--- src/rtl/ptw_pkg.sv ---
package ptw_pkg;
  localparam int VA_W    = 32;
  localparam int OFF_W   = 12;
  localparam int IDX_W   = 10;
  localparam int PTE_W   = 32;
  localparam int FRAME_W = VA_W - OFF_W;
  localparam int PAD_W   = OFF_W - IDX_W;

  // entry flag positions
  localparam int F_VALID = 0;
  localparam int F_READ  = 1;
  localparam int F_WRITE = 2;
  localparam int F_USER  = 3;
  localparam int F_USED  = 4;
  localparam int F_DIRTY = 5;
  localparam int FLAG_W  = F_DIRTY + 1;

  typedef enum logic [1:0] {
    FLT_NONE = 2'd0,
    FLT_PAGE = 2'd1,
    FLT_PROT = 2'd2
  } fault_e;

  typedef enum logic [2:0] {
    S_IDLE, S_L1_REQ, S_L1_WAIT, S_L2_REQ, S_L2_WAIT, S_WB_REQ, S_WB_WAIT, S_RESP
  } walk_state_e;

  function automatic logic [IDX_W-1:0] top_index(input logic [VA_W-1:0] va);
    return va[VA_W-1 -: IDX_W];
  endfunction

  function automatic logic [IDX_W-1:0] leaf_index(input logic [VA_W-1:0] va);
    return va[OFF_W+IDX_W-1 -: IDX_W];
  endfunction

  function automatic logic [VA_W-1:0] slot_addr(input logic [FRAME_W-1:0] frame,
                                                input logic [IDX_W-1:0] idx);
    return {frame, idx, {PAD_W{1'b0}}};
  endfunction

  function automatic logic [VA_W-1:0] join_pa(input logic [FRAME_W-1:0] frame,
                                              input logic [OFF_W-1:0] off);
    return {frame, off};
  endfunction
endpackage

--- src/rtl/pte_judge.sv ---
module pte_judge
  import ptw_pkg::*;
(
  input  logic [F_USER:0] flags,
  input  logic            is_write,
  input  logic            is_user,
  output logic            present,
  output logic            allowed
);
  logic kind_ok;
  logic mode_ok;

  always_comb begin
    present = flags[F_VALID];
    kind_ok = is_write ? flags[F_WRITE] : flags[F_READ];
    mode_ok = !is_user || flags[F_USER];
    allowed = kind_ok && mode_ok;
  end
endmodule

--- src/rtl/pte_mark.sv ---
module pte_mark
  import ptw_pkg::*;
(
  input  logic [PTE_W-1:0] pte_in,
  input  logic             is_write,
  output logic [PTE_W-1:0] pte_out,
  output logic             changed
);
  logic [PTE_W-1:0] set_mask;

  always_comb begin
    set_mask           = '0;
    set_mask[F_USED]   = 1'b1;
    set_mask[F_DIRTY]  = is_write;
    pte_out            = pte_in | set_mask;
    changed            = (pte_out != pte_in);
  end
endmodule

--- src/rtl/pt_walker.sv ---
module pt_walker
  import ptw_pkg::*;
(
  input  logic               clk,
  input  logic               rst_n,
  input  logic [FRAME_W-1:0] ptbr_frame,
  input  logic               req_valid,
  input  logic [VA_W-1:0]    req_va,
  input  logic               req_write,
  input  logic               req_user,
  output logic               req_ready,
  output logic               resp_valid,
  output logic [1:0]         resp_fault,
  output logic [VA_W-1:0]    resp_pa,
  output logic               mem_req_valid,
  output logic               mem_req_write,
  output logic [VA_W-1:0]    mem_req_addr,
  output logic [PTE_W-1:0]   mem_req_wdata,
  input  logic               mem_req_ready,
  input  logic               mem_rsp_valid,
  input  logic [PTE_W-1:0]   mem_rsp_rdata
);
  walk_state_e        state;
  logic [VA_W-1:0]    va_q;
  logic               wr_q, usr_q;
  logic [FRAME_W-1:0] base_q;
  logic [FRAME_W-1:0] table_q;
  logic [PTE_W-1:0]   wb_q;
  logic [VA_W-1:0]    pa_q;
  fault_e             fault_q;

  logic               rsp_present, rsp_allowed, rsp_changes;
  logic [PTE_W-1:0]   rsp_marked;

  // events brought out for the checker
  logic               l1_miss_ev, l2_miss_ev, perm_deny_ev, wb_needed_ev, leaf_ok_ev;

  pte_judge u_judge (
    .flags    (mem_rsp_rdata[F_USER:0]),
    .is_write (wr_q),
    .is_user  (usr_q),
    .present  (rsp_present),
    .allowed  (rsp_allowed)
  );

  pte_mark u_mark (
    .pte_in   (mem_rsp_rdata),
    .is_write (wr_q),
    .pte_out  (rsp_marked),
    .changed  (rsp_changes)
  );

  always_comb begin
    l1_miss_ev   = (state == S_L1_WAIT) && mem_rsp_valid && !rsp_present;
    l2_miss_ev   = (state == S_L2_WAIT) && mem_rsp_valid && !rsp_present;
    perm_deny_ev = (state == S_L2_WAIT) && mem_rsp_valid && rsp_present && !rsp_allowed;
    leaf_ok_ev   = (state == S_L2_WAIT) && mem_rsp_valid && rsp_present && rsp_allowed;
    wb_needed_ev = leaf_ok_ev && rsp_changes;
  end

  always_ff @(posedge clk) begin
    if (!rst_n) begin
      state   <= S_IDLE;
      va_q    <= '0;
      wr_q    <= 1'b0;
      usr_q   <= 1'b0;
      base_q  <= '0;
      table_q <= '0;
      wb_q    <= '0;
      pa_q    <= '0;
      fault_q <= FLT_NONE;
    end else begin
      unique case (state)
        S_IDLE: if (req_valid) begin
          va_q   <= req_va;
          wr_q   <= req_write;
          usr_q  <= req_user;
          base_q <= ptbr_frame;
          state  <= S_L1_REQ;
        end
        S_L1_REQ: if (mem_req_ready) state <= S_L1_WAIT;
        S_L1_WAIT: if (mem_rsp_valid) begin
          if (l1_miss_ev) begin
            fault_q <= FLT_PAGE;
            pa_q    <= '0;
            state   <= S_RESP;
          end else begin
            table_q <= mem_rsp_rdata[PTE_W-1 -: FRAME_W];
            state   <= S_L2_REQ;
          end
        end
        S_L2_REQ: if (mem_req_ready) state <= S_L2_WAIT;
        S_L2_WAIT: if (mem_rsp_valid) begin
          if (l2_miss_ev || perm_deny_ev) begin
            fault_q <= l2_miss_ev ? FLT_PAGE : FLT_PROT;
            pa_q    <= '0;
            state   <= S_RESP;
          end else begin
            fault_q <= FLT_NONE;
            pa_q    <= join_pa(mem_rsp_rdata[PTE_W-1 -: FRAME_W], va_q[OFF_W-1:0]);
            wb_q    <= rsp_marked;
            state   <= wb_needed_ev ? S_WB_REQ : S_RESP;
          end
        end
        S_WB_REQ:  if (mem_req_ready) state <= S_WB_WAIT;
        S_WB_WAIT: if (mem_rsp_valid) state <= S_RESP;
        S_RESP:    state <= S_IDLE;
        default:   state <= S_IDLE;
      endcase
    end
  end

  always_comb begin
    req_ready     = (state == S_IDLE);
    resp_valid    = (state == S_RESP);
    resp_fault    = fault_q;
    resp_pa       = pa_q;
    mem_req_valid = (state == S_L1_REQ) || (state == S_L2_REQ) || (state == S_WB_REQ);
    mem_req_write = (state == S_WB_REQ);
    mem_req_wdata = wb_q;
    if (state == S_L1_REQ) mem_req_addr = slot_addr(base_q, top_index(va_q));
    else                   mem_req_addr = slot_addr(table_q, leaf_index(va_q));
  end
endmodule

--- config.mk ---
export PLATFORM = sky130hd
export DESIGN_NAME = pt_walker
export DESIGN_NICKNAME = d
export VERILOG_FILES = /design/src/rtl/ptw_pkg.sv /design/src/rtl/pte_judge.sv /design/src/rtl/pte_mark.sv /design/src/rtl/pt_walker.sv
export SDC_FILE = /design/constraint.sdc
export NUM_CORES = 1
export LEC_CHECK = 0
export BUFFER_PORTS_ARGS = -buffer_cell sky130_fd_sc_hd__buf_2
export CORE_ASPECT_RATIO = 1.4
export CORE_MARGIN = 5
export CORE_UTILIZATION = 40
export CTS_BUF_LIST = sky130_fd_sc_hd__clkbuf_8
export CTS_CLUSTER_DIAMETER = 30
export DETAILED_ROUTE_END_ITERATION = 6
export MAX_ROUTING_LAYER = met4
export REMOVE_ABC_BUFFERS = 1
export SLEW_MARGIN = 40
export SYNTH_ARGS = -nofsm -noshare
export SYNTH_HDL_FRONTEND = slang
export SYNTH_HIERARCHICAL = 1
export SYNTH_SLANG_ARGS = --single-unit
--- constraint.sdc ---
create_clock -name clk -period 2.5 [get_ports clk]
set_input_delay 0.25 -clock clk [delete_from_list [all_inputs] [get_ports clk]]
set_output_delay 0.25 -clock clk [all_outputs]
set_load 0.02 [all_outputs]
==> results.tsv <==
stage	metric	value	unit
detailed_routing	DRC viols	0	
timing	Final Max Slew Viols	0	
timing	Final Hold Viols	0	
clocking	setup bufs post-CTS	0	
placed_design	Post-Place Setup Slack	446	ps
pwr	P_leak	3.27	nW
die	row count	53	
global_routing	initial antenna violation count	1	
clocking	CTS max path bufs	2	
die	DIE AREA	18100	um2
critical_path	arrival time worst endpoint	2130	ps
detailed_routing	drt via density	4.82	
timing	TNS Setup	0	ps
detailed_routing	DR vias	5201	
clocking	H-tree levels	4	
run	maxcap violations	0	
timing	Setup Viol. Count Final	0	
synthesis	Post-Synthesis Cells	732	
die	die height	157	um
clocking	TritonCTS Buffers	17	
synthesis	#FFs+latches synth	143	
placed_design	GPL Wtd Cong	0.800	
timing	unrepaired setup endpoints after global routing	no	
die	Die W	115	um
critical_path	CP max FO	30	
timing	final period utilization	95.3	%
critical_path	CP startpoint kind	register	
synthesis	Yosys cell types	42	
layout	layout cells sized above 1	27.9	%
global_routing	number of global-route vias before repair	5200	
synthesis	Async SR Flop Fraction	0	%
layout	fillcell total	1518	
run_status	status	completed	
die	core area	15100	um2
placed_design	Final HPWL DP	11300	um
pwr	peak supply drop	0.339	mV
detailed_routing	final wirelength	16700	um
timing	Layout Skew	9.81	ps
die	initial core utilization	40.9	%
timing	Rel. slew slack	63.2	%
clocking	Sink Count	143	
synthesis	sequential fraction of the synthesis area	46.3	%
layout	P&R area growth vs syn	22.3	%
timing	final worst slack	116	ps
critical_path	worst path required time	2250	ps
pwr	Pwr Density	715	nW/um2
detailed_routing	drt wl/cell	15.5	um
clocking	Root Driver	clkbuf_8	
critical_path	CP Capture Type	output pin	
global_routing	total gr overflow	0	
placed_design	port bufs	190	
detailed_routing	ANT nets after route	0	
synthesis	Post-synth EDFFs	0	
synthesis	Mean Syn Cell Area	8.45	um2
synthesis	synthesized cell area	6180	um2
clocking	clock-pin slew on the worst setup and hold paths	80	ps
die	Ports	193	
global_routing	pin count of the biggest net entering global routing	72	
synthesis	yosys warns	6	
global_routing	first-pass GRT wire length	26800	um
clocking	CTS tree	built	
layout	Nets	963	
global_routing	Tot GR Track Use	19.4	%
min_path	Hold WC Path Type	in2reg	
clocking	clk_lat worst skew	450	ps
synthesis	most common flop cell mapped by yosys	dfxtp_1	
critical_path	Setup CP Type	reg2out	
timing	slew at the pin closest to its max-slew limit	551	ps
timing	fmax	420	MHz
timing	Final min period	2380	ps
detailed_routing	initial DRC count	248	
detailed_routing	drt first pass iters	4	
## cell type report
cell class | count | area, um2 | area share (%)
clock inverter | 13 | 170 | 2.25
tap | 192 | 240 | 3.18
sequential | 143 | 2860 | 37.9
inverter | 5 | 18.8 | 0.248
timing repair buffer | 208 | 1170 | 15.5
clock buffer | 19 | 262 | 3.46
multi-input combinational | 497 | 2830 | 37.4
antenna | 1 | 2.50 | 0.0331
## worst max-delay path, stage by stage, from the launching register on
cell	delay, ps
dfxtp_1	580
nor2_1	130
and2_2	240
buf_12	180
mux2_1	370
buf_2	170
## timing repair
item | in CTS | in global routing
endpoints found under the hold margin | 3 | 1
endpoints found under the setup margin | 0 | 9
hold buffers | 3 | 1
resized for setup | 0 | 1
## synth_stat cells, types with 2 or more instances
library cell / n / share of area [%]
nand2_1: 250 / 15
dfxtp_1: 143 / 46
a21boi_1: 135 / 16
buf_4: 37 / 4.5
nand3_1: 34 / 2.8
mux2_1: 30 / 5.5
clkbuf_1: 29 / 1.8
buf_2: 22 / 1.8
a21boi_0: 5 / 0.61
and2_1: 5 / 0.51
inv_1: 3 / 0.18
a22oi_1: 2 / 0.24
conb_1: 2 / 0.12
inv_2: 2 / 0.12
mux2i_1: 2 / 0.32
nor2_1: 2 / 0.12
nor2b_1: 2 / 0.20
o211ai_1: 2 / 0.24
o21ai_0: 2 / 0.16
## placed cells by master, fill, tap and decap left out, drive strengths merged, types with 2 or more instances in the layout
cell | netlist | layout
bufinv | 0 | 4
dfxtp | 143 | 143
and2 | 5 | 5
nand2 | 250 | 250
clkinv | 0 | 4
buf | 59 | 204
nor3b | 3 | 3
conb | 2 | 3
a22oi | 2 | 2
mux2 | 30 | 30
clkinvlp | 0 | 3
a21boi | 140 | 140
dlygate4sd3 | 0 | 4
clkbuf | 29 | 19
nor2 | 2 | 2
o21ai | 4 | 4
mux2i | 2 | 2
nor2b | 3 | 3
o211ai | 2 | 2
nand3 | 34 | 34
inv | 5 | 7
## routing by layer
| layer | part of all wire, % | GRT usage [%] | up-vias | routed length [um] |
|---|---|---|---|---|
| met5 | 0 | - | - | 0 |
| met4 | 3.1 | 8.11 | 0 | 525 |
| met3 | 5.3 | 4.58 | 35 | 884 |
| met2 | 51 | 32.9 | 131 | 8490 |
| met1 | 41 | 21.7 | 2384 | 6850 |
| li1 | - | - | 2651 | - |
## registers in the layout (all words and copies together) (netlist names)
signal	flops
va_q	32
resp_fault	2
table_q	20
mem_req_wdata	32
wr_q	1
usr_q	1
base_q	20
resp_pa	32
state	3
## power by group
group / internal, W / total (W) / leakage [nW] / switching (W)
clock: 0.00112 / 0.00200 / 0.220 / 0.000875
combinational: 0.000368 / 0.000927 / 1.89 / 0.000559
sequential: 0.00240 / 0.00248 / 1.16 / 0.0000787
## cell families (layout without fill, tap and decap cells)
kind of cell	count (synthesis)	after routing	share of synthesized area, %
buf+inv	93	245	8.34
other cells	2	4	0.121
compound gates	157	157	19.0
mux	32	32	5.79
simple gates	305	305	20.5
flops	143	143	46.3
## through the flow
step	hold WS, ps	std cells	util [%]	cell area [um2]	total power (W)
2_1_floorplan	372	645	-	5690	0.00305
3_3_place_gp	435	1041	46.8	7080	0.00347
3_5_place_dp	441	1041	46.8	7080	0.00347
4_1_cts	0.553	1076	49.9	7540	0.00549
5_1_grt	0.992	1078	50.0	7560	0.00571
6_report	30.8	1078	50.0	7560	0.00541
## path summary, 6_finish.rpt
path	start	to	slack, ps	cells past startpoint
setup reg to reg	state[2]$_SDFFE_PN0P_	state[1]$_SDFFE_PN0P_	430	5
hold reg to reg	table_q[3]$_SDFFE_PN0P_	table_q[3]$_SDFFE_PN0P_	450	2
hold / removal	req_va[18]	va_q[18]$_SDFFE_PN0P_	30	3
setup / recovery	state[2]$_SDFFE_PN0P_	mem_req_addr[26]	120	5
(Power assumes the default switching activity.)
